==> src/rtl/sram_ctl_pkg.sv <==
package sram_ctl_pkg;

  typedef enum logic [2:0] {
    ST_IDLE = 3'd0,
    ST_RD   = 3'd1,
    ST_WSET = 3'd2,
    ST_WPUL = 3'd3,
    ST_WHLD = 3'd4,
    ST_REL  = 3'd5
  } seq_st_e;

  typedef struct packed {
    logic sel_n;
    logic sel;
    logic wr_n;
    logic rd_n;
    logic drive;
  } strobe_t;

  localparam strobe_t STROBE_IDLE = '{sel_n: 1'b1, sel: 1'b0, wr_n: 1'b1, rd_n: 1'b1, drive: 1'b0};

  // ceiling of ns / clk_ns, never below one cycle
  function automatic int ns_to_cyc(input int ns, input int clk_ns);
    int c;
    c = (ns + clk_ns - 1) / clk_ns;
    if (c < 1) c = 1;
    return c;
  endfunction

  function automatic int imax(input int a, input int b);
    return (a > b) ? a : b;
  endfunction

  // memory-side strobe pattern for each sequencer state
  function automatic strobe_t strobes_for(input seq_st_e s);
    strobe_t p;
    p = STROBE_IDLE;
    case (s)
      ST_RD: begin
        p.sel_n = 1'b0; p.sel = 1'b1; p.rd_n = 1'b0;
      end
      ST_WSET, ST_WHLD: begin
        p.sel_n = 1'b0; p.sel = 1'b1; p.drive = 1'b1;
      end
      ST_WPUL: begin
        p.sel_n = 1'b0; p.sel = 1'b1; p.drive = 1'b1; p.wr_n = 1'b0;
      end
      default: p = STROBE_IDLE;
    endcase
    return p;
  endfunction

endpackage

==> src/rtl/sram_cyc_timer.sv <==
module sram_cyc_timer #(
  parameter int CW = 2
) (
  input  logic          clk,
  input  logic          rst_n,
  input  logic          load,
  input  logic [CW-1:0] load_val,
  output logic          last
);
  logic [CW-1:0] cnt;

  always_ff @(posedge clk) begin
    if (!rst_n)              cnt <= '0;
    else if (load)           cnt <= load_val;
    else if (cnt != '0)      cnt <= cnt - 1'b1;
  end

  assign last = (cnt == '0);

  AST_TMR_LOAD_TAKES : assert property (@(posedge clk) disable iff (!rst_n)
    (load && load_val != '0) |=> !last);
endmodule

==> src/rtl/sram_seq.sv <==
module sram_seq
  import sram_ctl_pkg::*;
#(
  parameter int N_RD = 2,
  parameter int N_WP = 1,
  parameter int CW   = 2
) (
  input  logic    clk,
  input  logic    rst_n,
  input  logic    req_valid,
  input  logic    req_write,
  output seq_st_e state,
  output seq_st_e state_d,
  output logic    accept,
  output logic    capture
);
  logic          tmr_load;
  logic [CW-1:0] tmr_val;
  logic          tmr_last;

  sram_cyc_timer #(.CW(CW)) u_tmr (
    .clk(clk), .rst_n(rst_n), .load(tmr_load), .load_val(tmr_val), .last(tmr_last)
  );

  assign accept  = (state == ST_IDLE) && req_valid;
  assign capture = (state == ST_RD) && tmr_last;

  always_comb begin
    state_d  = state;
    tmr_load = 1'b0;
    tmr_val  = '0;
    case (state)
      ST_IDLE: if (req_valid) begin
        if (req_write) state_d = ST_WSET;
        else begin
          state_d  = ST_RD;
          tmr_load = 1'b1;
          tmr_val  = CW'(N_RD - 1);
        end
      end
      ST_RD:   if (tmr_last) state_d = ST_REL;
      ST_WSET: begin
        state_d  = ST_WPUL;
        tmr_load = 1'b1;
        tmr_val  = CW'(N_WP - 1);
      end
      ST_WPUL: if (tmr_last) state_d = ST_WHLD;
      ST_WHLD: state_d = ST_REL;
      ST_REL:  state_d = ST_IDLE;
      default: state_d = ST_IDLE;
    endcase
  end

  always_ff @(posedge clk) begin
    if (!rst_n) state <= ST_IDLE;
    else        state <= state_d;
  end

  AST_REL_ONE_CYCLE : assert property (@(posedge clk) disable iff (!rst_n)
    (state == ST_REL) |=> (state == ST_IDLE));
  AST_HOLD_FOLLOWS_PULSE : assert property (@(posedge clk) disable iff (!rst_n)
    (state == ST_WHLD) |-> ($past(state) == ST_WPUL));
endmodule

==> src/rtl/sram_pin_reg.sv <==
module sram_pin_reg
  import sram_ctl_pkg::*;
#(
  parameter int ADDR_W = 17,
  parameter int DATA_W = 8
) (
  input  logic              clk,
  input  logic              rst_n,
  input  seq_st_e           state_d,
  input  logic              accept,
  input  logic              capture,
  input  logic [ADDR_W-1:0] req_addr,
  input  logic [DATA_W-1:0] req_wdata,
  input  logic [DATA_W-1:0] mem_data_in,
  output logic [ADDR_W-1:0] mem_addr,
  output logic              mem_sel_n,
  output logic              mem_sel,
  output logic              mem_wr_n,
  output logic              mem_rd_n,
  output logic [DATA_W-1:0] mem_data_out,
  output logic              mem_data_oe,
  output logic [DATA_W-1:0] rd_byte
);
  strobe_t stb_q;
  logic    selected;

  always_ff @(posedge clk) begin
    if (!rst_n) stb_q <= STROBE_IDLE;
    else        stb_q <= strobes_for(state_d);
  end

  always_ff @(posedge clk) begin
    if (!rst_n) begin
      mem_addr     <= '0;
      mem_data_out <= '0;
      rd_byte      <= '0;
    end else begin
      if (accept) begin
        mem_addr     <= req_addr;
        mem_data_out <= req_wdata;
      end
      if (capture) rd_byte <= mem_data_in;
    end
  end

  assign mem_sel_n   = stb_q.sel_n;
  assign mem_sel     = stb_q.sel;
  assign mem_wr_n    = stb_q.wr_n;
  assign mem_rd_n    = stb_q.rd_n;
  assign mem_data_oe = stb_q.drive;
  assign selected    = !mem_sel_n && mem_sel;

  AST_WR_KEEPS_OE_HIGH : assert property (@(posedge clk) disable iff (!rst_n)
    !mem_wr_n |-> mem_rd_n);
  AST_SEL_BEFORE_WE : assert property (@(posedge clk) disable iff (!rst_n)
    $fell(mem_wr_n) |-> $past(selected));
  AST_SEL_AFTER_WE : assert property (@(posedge clk) disable iff (!rst_n)
    $rose(mem_wr_n) |-> selected);
  AST_DATA_STEADY : assert property (@(posedge clk) disable iff (!rst_n)
    (!mem_wr_n && $past(!mem_wr_n)) |-> ($stable(mem_data_out) && mem_data_oe));
  AST_NO_BUS_FIGHT : assert property (@(posedge clk) disable iff (!rst_n)
    mem_data_oe |-> mem_rd_n);
  AST_TURNAROUND_GAP : assert property (@(posedge clk) disable iff (!rst_n)
    $past(!mem_rd_n) |-> !mem_data_oe);
endmodule

==> src/rtl/async_sram_ctrl.sv <==
module async_sram_ctrl
  import sram_ctl_pkg::*;
#(
  parameter int ADDR_W  = 17,
  parameter int DATA_W  = 8,
  parameter int CLK_NS  = 10,
  parameter int T_RC_NS = 20,
  parameter int T_AA_NS = 20,
  parameter int T_WC_NS = 20,
  parameter int T_WP_NS = 10,
  parameter int T_DS_NS = 8
) (
  input  logic              clk,
  input  logic              rst_n,
  input  logic              req_valid,
  input  logic              req_write,
  input  logic [ADDR_W-1:0] req_addr,
  input  logic [DATA_W-1:0] req_wdata,
  output logic              req_ready,
  output logic              rsp_valid,
  output logic [DATA_W-1:0] rsp_rdata,
  output logic [ADDR_W-1:0] mem_addr,
  output logic              mem_sel_n,
  output logic              mem_sel,
  output logic              mem_wr_n,
  output logic              mem_rd_n,
  output logic [DATA_W-1:0] mem_data_out,
  output logic              mem_data_oe,
  input  logic [DATA_W-1:0] mem_data_in
);
  localparam int N_RD  = imax(ns_to_cyc(T_AA_NS, CLK_NS), ns_to_cyc(T_RC_NS, CLK_NS));
  localparam int N_WC  = ns_to_cyc(T_WC_NS, CLK_NS);
  localparam int N_WP  = imax(imax(ns_to_cyc(T_WP_NS, CLK_NS), ns_to_cyc(T_DS_NS, CLK_NS)),
                              imax(N_WC - 2, 1));
  localparam int N_MAX = imax(N_RD, N_WP);
  localparam int CW    = imax($clog2(N_MAX + 1), 1);

  seq_st_e state, state_d;
  logic    accept, capture;

  sram_seq #(.N_RD(N_RD), .N_WP(N_WP), .CW(CW)) u_seq (
    .clk(clk), .rst_n(rst_n), .req_valid(req_valid), .req_write(req_write),
    .state(state), .state_d(state_d), .accept(accept), .capture(capture)
  );

  sram_pin_reg #(.ADDR_W(ADDR_W), .DATA_W(DATA_W)) u_pins (
    .clk(clk), .rst_n(rst_n), .state_d(state_d), .accept(accept), .capture(capture),
    .req_addr(req_addr), .req_wdata(req_wdata), .mem_data_in(mem_data_in),
    .mem_addr(mem_addr), .mem_sel_n(mem_sel_n), .mem_sel(mem_sel),
    .mem_wr_n(mem_wr_n), .mem_rd_n(mem_rd_n), .mem_data_out(mem_data_out),
    .mem_data_oe(mem_data_oe), .rd_byte(rsp_rdata)
  );

  assign req_ready = (state == ST_IDLE);
  assign rsp_valid = (state == ST_REL);

  AST_IDLE_DESELECTED : assert property (@(posedge clk) disable iff (!rst_n)
    req_ready |-> (mem_sel_n && !mem_sel && !mem_data_oe));
  AST_RSP_SINGLE : assert property (@(posedge clk) disable iff (!rst_n)
    rsp_valid |=> !rsp_valid);
  AST_RSP_NOT_READY : assert property (@(posedge clk) disable iff (!rst_n)
    rsp_valid |-> !req_ready);
  AST_ACCEPT_DROPS_READY : assert property (@(posedge clk) disable iff (!rst_n)
    (req_ready && req_valid) |=> !req_ready);
endmodule

==> config.mk <==
export PLATFORM = sky130hd
export DESIGN_NAME = async_sram_ctrl
export DESIGN_NICKNAME = d
export VERILOG_FILES = /design/src/rtl/sram_ctl_pkg.sv /design/src/rtl/sram_cyc_timer.sv /design/src/rtl/sram_seq.sv /design/src/rtl/sram_pin_reg.sv /design/src/rtl/async_sram_ctrl.sv
export SDC_FILE = /design/constraint.sdc
export NUM_CORES = 1
export LEC_CHECK = 0
export BUFFER_PORTS_ARGS = -buffer_cell sky130_fd_sc_hd__buf_2
export CAP_MARGIN = 40
export CORE_ASPECT_RATIO = 0.75
export CORE_UTILIZATION = 25
export DETAILED_ROUTE_END_ITERATION = 16
export PLACE_DENSITY = 0.56
export SLEW_MARGIN = 20
export SYNTH_ARGS = -nofsm -noshare
export SYNTH_HDL_FRONTEND = slang
export SYNTH_SLANG_ARGS = --single-unit
==> constraint.sdc <==
create_clock -name clk -period 1.6 [get_ports clk]
set_input_delay 0.32 -clock clk [delete_from_list [all_inputs] [get_ports clk]]
set_output_delay 0.32 -clock clk [all_outputs]
set_load 0.05 [all_outputs]
==> results.txt <==
maximum root-to-sink buffer count -> 2
Ports -> 77
outcome -> finished, violations left
Final GP Congestion -> 0.726
Syn Area/Cell -> 9.41 um2
R2R setup slack -> 100 ps
die height -> 74.1 um
first-pass detailed-route iteration total -> 10
number of diodes -> 0
fin crit share -> 0.939
All-Layer GR Usage -> 0.115
Yosys cell types -> 33
worst skew pair latency -> 280 ps
crit end category -> register
Avg WL per Cell -> 11.5 um
largest net degree at the start of global routing -> 26
CTS Sinks -> 43
post-route ant nets -> 0
leakage power total -> 1.02 nW
CP required -> 1780 ps
Iter 0 DRT Violations -> 49
RR Startpoint -> u_seq.u_tmr.cnt[0]
syn nets -> 222
slew margin rel. -> 0.766
drt total wl -> 3950 um
fin cells -> 344
peak supply drop -> 0.000617 V
first-pass GRT wire length -> 6360 um
CTS Buf Count -> 5
Max FO, Critical Path -> 4
Initial Util -> 0.266
layout cells sized above 1 -> 0.475
Synth warnings -> 0
fillers -> 689
post-CTS setup buffers -> 0
min Tclk post-route -> 1500 ps
Max-Cap Viols -> 0
Root Driver -> clkbuf_8
fin nets -> 301
DR vias -> 1443
most frequent cells in the layout -> buf_2, nand2_1, dfxtp_1
Worst Tran Pin Value -> 352 ps
Worst Path Arrival -> 1680 ps
RSZ-0062 raised after global routing -> false
worst hold start -> req_wdata[6]
endpoints failing setup -> 0
Horiz. Die Dim -> 98.1 um
Pwr Density -> 1730 nW/um2
critical path class -> register to register
Final Max Slew Viols -> 0
vias per cell -> 4.19
#FFs+latches synth -> 43
WHS Path Cells -> 3
DRC Markers -> 5
vias in the first global route -> 1323
r2r worst-path depth -> 6
# port buffers -> 76
Final Util -> 0.354
Critical R2R Capture -> u_pins.mem_data_oe
WHS Endpoint -> u_pins.mem_data_out[6]
failing checks -> design-rule violations
commonest non-fill, non-tap cell in the layout -> buf_2
Synth Instances -> 184
CTS H-tree lvls -> 2
Fmax achieved -> 665 MHz
sequential fraction of the synthesis area -> 0.497
hpwl dp -> 2860 um
placed insts -> 337
DIE AREA -> 7270 um2
synthesized area -> 1730 um2
clock slew at reported path FFs -> 80 ps
FP Rows -> 25
core box area -> 6510 um2
grt ovf -> 0
Synth-to-Final Area Change -> 33.1%
crit path launch type -> register
clock skew -> 4.36 ps
Final Hold Vio Count -> 0
initial antenna violation count -> 0
TritonCTS clock tree -> yes
hold crit path type -> input pin to register
## power by group
group | leakage (nW) | internal (W) | switching [W]
Sequential | 0.353 | 0.00128 | 0.000124
Combinational | 0.618 | 0.000563 | 0.00122
Clock | 0.0513 | 0.000458 | 0.000347
Total | 1.02 | 0.00231 | 0.00169
## kinds of logic after synthesis
group | count (synthesis) | synth area share
AOI/OAI and AO/OA | 37 | 0.165
xor gates and xnor gates | 1 | 0.00506
adders and majority gates | 1 | 0.00722
buffers and inverters | 14 | 0.0636
DFF | 43 | 0.497
muxes | 8 | 0.0462
and+or+nand+nor | 80 | 0.216
## cell type report
class,instances,area (um2),share of cell area
inverter,4,15.0,0.00651
multi-input combinational,127,766,0.332
timing repair buffer,82,455,0.198
clock inverter,1,30.0,0.0130
tap,81,101,0.0440
clock buffer,6,72.6,0.0315
sequential,43,865,0.375
## per-stage QoR
stage	area [um2]	total power, W	hold WS, ps	TNS, ps	setup slack (ps)
after detailed placement	2190	0.00321	450	0	78.4
after global routing	2300	0.00425	247	0	13.7
after global placement	2190	0.00320	439	0	112
final	2300	0.00399	261	0	97.3
after floorplan	1740	0.00284	400	-993	-56.4
after CTS	2300	0.00405	247	0	7.40
## Yosys cell counts, drive strengths merged
cell	instances	area [um2]
nand2b	2	12.5
xor2	1	8.76
o21ai	1	5.00
inv	3	11.3
nor4	1	6.26
buf	8	87.6
nand2	54	223
ha	1	12.5
mux2i	8	80.1
clkinv	1	3.75
o21a	4	30.0
and2	3	21.3
and3b	1	8.76
o22ai	1	6.26
and3	1	6.26
nor3	2	32.5
o21bai	1	7.51
a211o	1	8.76
nor3b	1	7.51
clkbuf	2	7.51
a21oi	27	210
nor2	15	56.3
dfxtp	43	861
a21boi	1	7.51
o21ba	1	10.0
## critical path: stages (launching register included)
cell and delay (ps):
dfxtp_2 340, inv_1 40, ha_1 240, and3_1 160, a211o_1 290, and2_1 170
o21a_1 170
## registers in the layout, indices dropped and copies added, names as in the netlist
signal	cells
u_pins.mem_sel	1
u_pins.mem_sel_n	1
u_pins.mem_addr	17
u_seq.u_tmr.cnt	2
u_pins.mem_data_oe	1
u_pins.mem_wr_n	1
u_pins.mem_rd_n	1
u_pins.rd_byte	8
u_seq.state	3
u_pins.mem_data_out	8
## worst max-delay path by stage
stage                             from                  end  slack [ps]  depth (start not counted)
finish              u_seq.u_tmr.cnt[0]   u_pins.mem_data_oe         100                          6
global route        u_seq.u_tmr.cnt[0]   u_pins.mem_data_oe          10                          6
CTS                     u_seq.state[1]            req_ready           7                          2
detailed placement  u_seq.u_tmr.cnt[0]   u_pins.mem_data_oe          80                          6
global placement    u_seq.u_tmr.cnt[0]       u_pins.mem_sel         110                          6
floorplan               u_seq.state[2]  u_pins.mem_addr[15]         -60                          7
## layer usage
layer	global-route usage	up-vias	share of wire
met5	0	-	0
met4	0.0505	0	0.0086
met3	0.0320	2	0.056
met2	0.174	47	0.42
met1	0.155	639	0.52
li1	-	755	-
## repair_timing
item,in CTS,in global routing
endpoints found under the setup margin,0,4
hold endpoints to repair,0,0
resized for setup,0,6
hold buffers,0,0
(Power assumes the default switching activity.)
